$ cat config.mk
export PLATFORM = sky130hd
export DESIGN_NAME = bserial_ctr_if
export DESIGN_NICKNAME = d
export VERILOG_FILES = /design/src/rtl/bsc_pkg.sv /design/src/rtl/bsc_cmd_decode.sv /design/src/rtl/bsc_ptr_fsm.sv /design/src/rtl/bsc_preset_bank.sv /design/src/rtl/bsc_read_latch.sv /design/src/rtl/bserial_ctr_if.sv
export SDC_FILE = /design/constraint.sdc
export NUM_CORES = 1
export LEC_CHECK = 0
export CAP_MARGIN = 20
export CORE_UTILIZATION = 49
export CTS_BUF_LIST = sky130_fd_sc_hd__clkbuf_16
export CTS_CLUSTER_SIZE = 30
export DETAILED_ROUTE_END_ITERATION = 10
export GPL_ROUTABILITY_DRIVEN = 0
export PLACE_DENSITY = 0.85
export SKIP_LAST_GASP = 1
export SLEW_MARGIN = 25
export SYNTH_ARGS = -nofsm -noshare
export SYNTH_HDL_FRONTEND = slang
export SYNTH_SLANG_ARGS = --single-unit
$ cat constraint.sdc
create_clock -name clk -period 2.8 [get_ports clk]
set_input_delay 0.42 -clock clk [delete_from_list [all_inputs] [get_ports clk]]
set_output_delay 0.42 -clock clk [all_outputs]
set_load 0.005 [all_outputs]
$ cat src/rtl/bsc_pkg.sv
package bsc_pkg;
    localparam int BYTE_W = 8;
    localparam int NBYTES = 3;
    localparam int CNT_W  = BYTE_W * NBYTES;
    localparam int IDX_W  = 2;

    typedef enum logic [IDX_W-1:0] {
        PTR_B0 = 2'd0,
        PTR_B1 = 2'd1,
        PTR_B2 = 2'd2
    } ptr_state_t;

    typedef struct packed {
        logic data_rd;
        logic data_wr;
        logic ctrl_rd;
        logic ptr_clr;
        logic psc_ld;
    } bus_op_t;
endpackage

$ cat src/rtl/bsc_cmd_decode.sv
module bsc_cmd_decode
    import bsc_pkg::*;
#(
    parameter logic [BYTE_W-1:0] CMD_PTR_CLR = 8'h11,
    parameter logic [BYTE_W-1:0] CMD_PSC_LD  = 8'h19
) (
    input  logic              bus_a0,
    input  logic              bus_rd,
    input  logic              bus_wr,
    input  logic [BYTE_W-1:0] bus_wdata,
    output bus_op_t           op
);
    logic rd_eff;

    // a write strobe wins over a simultaneous read strobe
    assign rd_eff = bus_rd & ~bus_wr;

    always_comb begin
        op         = '0;
        op.data_rd = rd_eff & ~bus_a0;
        op.ctrl_rd = rd_eff &  bus_a0;
        op.data_wr = bus_wr & ~bus_a0;
        if (bus_wr && bus_a0) begin
            if (bus_wdata == CMD_PTR_CLR) begin
                op.ptr_clr = 1'b1;
            end else if (bus_wdata == CMD_PSC_LD) begin
                op.ptr_clr = 1'b1;
                op.psc_ld  = 1'b1;
            end
        end
    end
endmodule

$ cat src/rtl/bsc_ptr_fsm.sv
module bsc_ptr_fsm
    import bsc_pkg::*;
(
    input  logic       clk,
    input  logic       rst,
    input  bus_op_t    op,
    output ptr_state_t ptr
);
    ptr_state_t ptr_next;
    logic       step;

    assign step = op.data_rd | op.data_wr;

    always_ff @(posedge clk) begin
        if (rst) ptr <= PTR_B0;
        else     ptr <= ptr_next;
    end

    always_comb begin
        ptr_next = ptr;
        if (op.ptr_clr) begin
            ptr_next = PTR_B0;                 // CLEAR
        end else if (step) begin
            unique case (ptr)                  // ADVANCE
                PTR_B0:  ptr_next = PTR_B1;
                PTR_B1:  ptr_next = PTR_B2;
                PTR_B2:  ptr_next = PTR_B0;
                default: ptr_next = PTR_B0;
            endcase
        end
    end
endmodule

$ cat src/rtl/bsc_preset_bank.sv
module bsc_preset_bank
    import bsc_pkg::*;
(
    input  logic              clk,
    input  logic              rst,
    input  bus_op_t           op,
    input  ptr_state_t        ptr,
    input  logic [BYTE_W-1:0] bus_wdata,
    output logic [CNT_W-1:0]  preset_q,
    output logic [BYTE_W-1:0] psc_q
);
    logic [NBYTES-1:0] byte_we;

    generate
        for (genvar k = 0; k < NBYTES; k++) begin : g_byte
            assign byte_we[k] = op.data_wr && (ptr == ptr_state_t'(k));

            always_ff @(posedge clk) begin
                if (rst)             preset_q[k*BYTE_W +: BYTE_W] <= '0;
                else if (byte_we[k]) preset_q[k*BYTE_W +: BYTE_W] <= bus_wdata;
            end
        end
    endgenerate

    always_ff @(posedge clk) begin
        if (rst)            psc_q <= '0;
        else if (op.psc_ld) psc_q <= preset_q[BYTE_W-1:0];
    end
endmodule

$ cat src/rtl/bsc_read_latch.sv
module bsc_read_latch
    import bsc_pkg::*;
(
    input  logic              clk,
    input  logic              rst,
    input  bus_op_t           op,
    input  ptr_state_t        ptr,
    input  logic [CNT_W-1:0]  count_in,
    input  logic [BYTE_W-1:0] flags_in,
    output logic [BYTE_W-1:0] bus_rdata
);
    logic [CNT_W-1:0]  snap;
    logic [BYTE_W-1:0] rd_byte;

    always_comb begin
        unique case (ptr)
            PTR_B0:  rd_byte = count_in[BYTE_W-1:0];
            PTR_B1:  rd_byte = snap[BYTE_W +: BYTE_W];
            PTR_B2:  rd_byte = snap[2*BYTE_W +: BYTE_W];
            default: rd_byte = '0;
        endcase
    end

    always_ff @(posedge clk) begin
        if (rst) begin
            snap      <= '0;
            bus_rdata <= '0;
        end else if (op.ctrl_rd) begin
            bus_rdata <= flags_in;
        end else if (op.data_rd) begin
            if (ptr == PTR_B0) snap <= count_in;
            bus_rdata <= rd_byte;
        end
    end
endmodule

$ cat src/rtl/bserial_ctr_if.sv
module bserial_ctr_if
    import bsc_pkg::*;
#(
    parameter logic [BYTE_W-1:0] CMD_PTR_CLR = 8'h11,
    parameter logic [BYTE_W-1:0] CMD_PSC_LD  = 8'h19
) (
    input  logic              clk,
    input  logic              rst,
    input  logic              bus_a0,
    input  logic              bus_rd,
    input  logic              bus_wr,
    input  logic [BYTE_W-1:0] bus_wdata,
    output logic [BYTE_W-1:0] bus_rdata,
    input  logic [CNT_W-1:0]  count_in,
    input  logic [BYTE_W-1:0] flags_in,
    output logic [CNT_W-1:0]  preset_q,
    output logic [BYTE_W-1:0] psc_q
);
    bus_op_t    op;
    ptr_state_t ptr_state;

    bsc_cmd_decode #(
        .CMD_PTR_CLR(CMD_PTR_CLR),
        .CMD_PSC_LD (CMD_PSC_LD)
    ) u_dec (
        .bus_a0   (bus_a0),
        .bus_rd   (bus_rd),
        .bus_wr   (bus_wr),
        .bus_wdata(bus_wdata),
        .op       (op)
    );

    bsc_ptr_fsm u_ptr (
        .clk(clk),
        .rst(rst),
        .op (op),
        .ptr(ptr_state)
    );

    bsc_preset_bank u_bank (
        .clk      (clk),
        .rst      (rst),
        .op       (op),
        .ptr      (ptr_state),
        .bus_wdata(bus_wdata),
        .preset_q (preset_q),
        .psc_q    (psc_q)
    );

    bsc_read_latch u_rd (
        .clk      (clk),
        .rst      (rst),
        .op       (op),
        .ptr      (ptr_state),
        .count_in (count_in),
        .flags_in (flags_in),
        .bus_rdata(bus_rdata)
    );
endmodule

==> Word-level counts from Yosys, hierarchy flattened <==
Cells that the tools add are included.
Widths: inputs -> output; s select.
{ "op_classes": {"eq_ne": 4, "n_mux": 8, "bitwise": 8, "reduce_logical": 8} }
{ "op_table": {"columns": ["cell", "n"], "rows": [
  ["$pmux 8 s3", 1],
  ["$eq 8x5->1 const B", 2],
  ["$mux 8", 2],
  ["$and 1x1->1", 4],
  ["$logic_and 1x1->1", 4],
  ["$mux 2", 2],
  ["$pmux 2 s2", 1],
  ["$not 1->1", 3],
  ["$reduce_and 3->1", 1],
  ["$eq 2x1->1 const B", 1],
  ["$eq 2x2->1 const B", 1],
  ["$logic_not 2->1", 1],
  ["$mux 1", 2],
  ["$reduce_bool 2->1", 1],
  ["$reduce_or 2->1", 1],
  ["$or 1x1->1", 1]
]} }
{ "totals": {"ff_bits": 66, "input_bits": 45, "output_inout_bits": 40, "wordCells": 35} }

==> Depth between registers and ports, before layout <==
{ "depth": {"depth_word": 5, "depth_mapped": 6, "ltp_nobuf": 3} }

==> Modules after synthesis <==
A second synthesis with hierarchy kept.
{ "hier_totals": {"hier_cells": 260, "hier_area_um2": 2529.9} }
{ "modules_own_cells": {"columns": ["mod", "n_inst", "cells_each", "area_per_inst_um2", "seq_area_each_um2"], "rows": [
  ["bsc_preset_bank", 1, 117, 1278.7, 640.6],
  ["bsc_read_latch", 1, 126, 1084.8, 480.5],
  ["bsc_ptr_fsm", 1, 9, 86.3, 40.0],
  ["bsc_cmd_decode", 1, 8, 80.1, 0.0]
]} }

==> Worst setup path before layout <==
No wires, ideal clock.
{ "synth_timing": {"kind": "input-to-reg", "startpoint": "input bus_wdata[7]", "endpoint": "register u_bank.psc_q[0]", "setup_time_ns": 0.072, "t_arrival_ns": 1.749, "required_ns": 2.728, "path_slack_ns": 0.979, "cell_stages": 3, "path_buffers": 0, "cell_sequence": "or4b_4 -> nor4_4 -> mux2i_1"} }
{ "synth_via": {"elab_chain_len": 4} }
{ "synth_lines": {"columns": ["element", "line", "rtl"], "rows": [
  ["from (decl)", "bserial_ctr_if.sv:12", "input logic [BYTE_W-1:0] bus_wdata,"],
  ["$eq 8x5->1", "bsc_cmd_decode.sv:26", "end else if (bus_wdata == CMD_PSC_LD) begin"],
  ["$mux 2", "bsc_cmd_decode.sv:26", null],
  ["$mux 1 (*)", "bsc_cmd_decode.sv:24", "if (bus_wdata == CMD_PTR_CLR) begin"],
  ["$mux 2 (*)", "bsc_cmd_decode.sv:23", "if (bus_wr && bus_a0) begin"],
  ["to (signal assigned)", "bsc_preset_bank.sv:27", "else if (op.psc_ld) psc_q <= preset_q[BYTE_W-1:0];"],
  ["to (decl)", "bsc_preset_bank.sv:10", "output logic [BYTE_W-1:0] psc_q"]
]} }
Mark *: on every way between the ends. The rest lies on a longest branch, timed or not.
A chain may end at the register's enable or synchronous reset.

==> Final worst setup path <==
{ "layout_timing": {"startpoint": "register u_ptr.ptr[1]", "endpoint": "register u_bank.preset_q[21]"} }
{ "layout_via": {"elab_chain_len": 2} }
{ "layout_lines": {"columns": ["element", "line", "rtl"], "rows": [
  ["from (decl)", "bsc_ptr_fsm.sv:7", "output ptr_state_t ptr"],
  ["from (signal assigned)", "bsc_ptr_fsm.sv:16", "else ptr <= ptr_next;"],
  ["$eq 2x2->1", "bsc_preset_bank.sv:16", "assign byte_we[k] = op.data_wr && (ptr == ptr_state_t'(k));"],
  ["$logic_and 1x1->1", "bsc_preset_bank.sv:16", null],
  ["to (signal, indexed assignment)", "bsc_preset_bank.sv:20", "else if (byte_we[k]) preset_q[k*BYTE_W +: BYTE_W] <= bus_wdata;"],
  ["to (decl)", "bsc_preset_bank.sv:9", "output logic [CNT_W-1:0] preset_q,"]
]} }
No other way between the ends.

==> flow_summary.yaml <==
final_layout:
  n_antenna_cell: 0
  layout-drive-gt1-share_pct: 7.44
  final_area_mm2: 0.00369
  fill_cells: 394
  post-route-util_pct: 75.5
  area_growth_pct: 44.0
  nNetsFinal: 403
  final_cells: 430
floorplan:
  num_io_pins: 85
  core_mm2: 0.00488
  die_area_mm2: 0.00552
  die_w_um: 74.3
  die_h_um: 74.3
  num_rows: 25
  start_util_pct: 52.5
clock_tree:
  cts_resized: 0
  clock_tree.buffer_depth: 2
  cts_hold_buf: 0
  numCtsBuffers: 9
  postCtsSetupBuffers: 0
  insertion_delay_ps: 320
  cts_tree: "done"
  htree_num_levels: 3
  cts_root_buf: "clkbuf_16"
  clkSlewWorstSetupHoldPaths_ps: 50
  clock-sinks: 58
pwr:
  power_frac_seq_pct: 43.1
  swShare_pct: 23.5
  power_frac_comb_pct: 11.8
  powerDensity_mw_per_mm2: 554
  intPower_mw: 1.56
  p_leak_nw: 1.25
  p_clk_share_pct: 45.0
  ir_worst_vdd_mv: 0.387
  totalPowerFinal_mw: 2.04
  p_sw_mw: 0.480
global_routing:
  grt_usage_pct: 25.4
  grt.overflow.total: 0
  antenna_found_initial: 0
  grt_pass1_wl_um: 10600
  grt_pass1_vias: 2149
  grt_max_degree: 47
place:
  place_area_mm2: 0.00343
  place_worst_setup_slack_ps: 487
  dpl.hpwl_um: 4520
  dp.cells: 414
  io_buffers: 84
critical_path:
  critical_path_class: "flip-flop to flip-flop"
  path_max_fanout: 25
  worstSetupStartpointType: "flip-flop"
  worstPathArrival_ps: 2200
  critPathCaptureType: "flip-flop"
  slowest_delay_ps: 990
  slowest_stage: "dfxtp_1"
  crit_chain: "nor4bb_2, buf_4, mux2i_1, nor2_1"
  cp_num_buf_inv: 1
  path_delay_family: "flip-flops"
  required_ps: 2970
sta:
  worstMarginPinSlew_ps: 1020
  hold_ws_ps: 470
  finalCritPeriodShare_pct: 72.4
  hold_violations: 0
  setup_viol: 0
  fin_skew_ps: 3.49
  period_needed_ps: 2030
  final-max-slew-violation-count: 0
  max_slew_margin_pct: 31.9
  fmax_mhz: 493
  rsz0062_at_grt: "no"
  fin_setup_tns_ps: 0
  finalWorstSetupSlack_ps: 774
synth:
  synth_edf_count: 0
  synth_ff_type: "dfxtp_1"
  synth_area_leaders: "dfxtp_1 (45%), mux2i_1 (13%), a21oi_1 (6.5%)"
  async_flop_share_pct: 0
  syn_inst: 281
  yosysTopAreaCell: "dfxtp_1"
  syn_area_mm2: 0.00256
  yosysUniqueCellTypes: 29
  synth_seq_cells: 58
  ys_seq_area_share_pct: 45.4
  avgSynthCellArea_um2: 9.11
  yosysWarnings: 0
  yosys.area.top_type_share_pct: 45.4
  syn_nets: 326
drt:
  wl_per_cell_um: 15.4
  num_vias: 2328
  routed-wl-met3_um: 293
  met1_length_um: 3090
  ant_nets: 0
  wl_met2_um: 3140
  highest_layer: "met4"
  route.detailed.drc: 0
  dr.pass1.iters: 4
  drt-initial-drc-count: 137
  postRouteWirelength_um: 6630
  via_per_inst: 5.41
run:
  max_cap_violations: 0
hold_path:
  min_path_type: "flip-flop to flip-flop"
status:
  status: "finished, final reports clean"
[sequential cells by signal, summed over array words and instances, names as in the netlist]
name	flops
u_bank.preset_q	24
u_bank.psc_q	8
u_ptr.ptr	2
u_rd.bus_rdata	8
u_rd.snap	16
[cell usage in the layout (no fill, tap or decap), types with 2 or more instances in the layout]
cell	Yosys	final
or2b_1	8	8
o22ai_1	8	8
mux2i_1	33	33
clkbuf_16	0	9
nor4bb_2	0	2
o21ai_0	16	16
and4b_1	8	8
nand2b_1	11	11
o22a_1	8	8
nand3_1	16	16
clkdlybuf4s50_1	0	83
buf_4	0	6
dfxtp_1	58	58
nand2_1	27	27
nor2_1	17	16
a21oi_1	33	33
clkinv_1	0	5
[synthesized netlist by cell type (2+ instances only)]
cell type  number
nor2_1         17
a21oi_1        33
o22ai_1         8
and4b_1         8
nand2b_1       11
nand2_1        27
nand3_1        16
o21ai_0        16
buf_6           2
dfxtp_1        58
nor4bb_1        2
o22a_1          8
or2b_1          8
mux2i_1        33
clkbuf_1       20
[logic make-up after synthesis]
logic type,count (synthesis),synth area share [%]
AND/OR/NAND/NOR,99,22.7
multiplexers,33,12.9
AO/OA/AOI/OAI,67,14.9
buffers and inverters,24,4.15
flip-flops,58,45.4
[power groups by stage]
stage          Clock (mW)  Combinational [mW]  Sequential [mW]
2_1_floorplan           0               0.126            0.882
3_3_place_gp            0               0.235            0.895
6_report            0.920               0.242            0.881
4_1_cts             0.930               0.241            0.880
3_5_place_dp            0               0.238            0.896
5_1_grt             0.971               0.262            0.884
[area by class of cell]
cell class | instances | area (µm²) | area share (%)
well taps | 67 | 83.8 | 2.27
clock buffers | 9 | 225 | 6.11
flip-flops and latches | 58 | 1160 | 31.5
repair buffers | 90 | 881 | 23.9
clock inverters | 7 | 27.5 | 0.747
multi-input cells | 199 | 1310 | 35.5
[metal layers]
metal | vias up | track usage, %
met5 | - | 0
met4 | 0 | 9.64
met3 | 11 | 4.74
met2 | 81 | 39.4
met1 | 1080 | 35.3
li1 | 1156 | -
[path summary, 6_finish.rpt]
| kind | start | end | slack, ps | cells after the start |
|---|---|---|---|---|
| setup reg to reg | u_ptr.ptr[1] | u_bank.preset_q[21] | 770 | 4 |
| hold / removal | u_bank.psc_q[4] | u_bank.psc_q[4] | 470 | 2 |
| setup / recovery | u_ptr.ptr[1] | u_bank.preset_q[21] | 770 | 4 |
| hold reg to reg | u_bank.psc_q[4] | u_bank.psc_q[4] | 470 | 2 |
[tightest hold or removal path, cell delays in order (launching register included)]
cell and delay [ps]:
dfxtp_1 300, nand2b_1 60, mux2i_1 60
No activity file was read; power rests on OpenSTA's default activity.
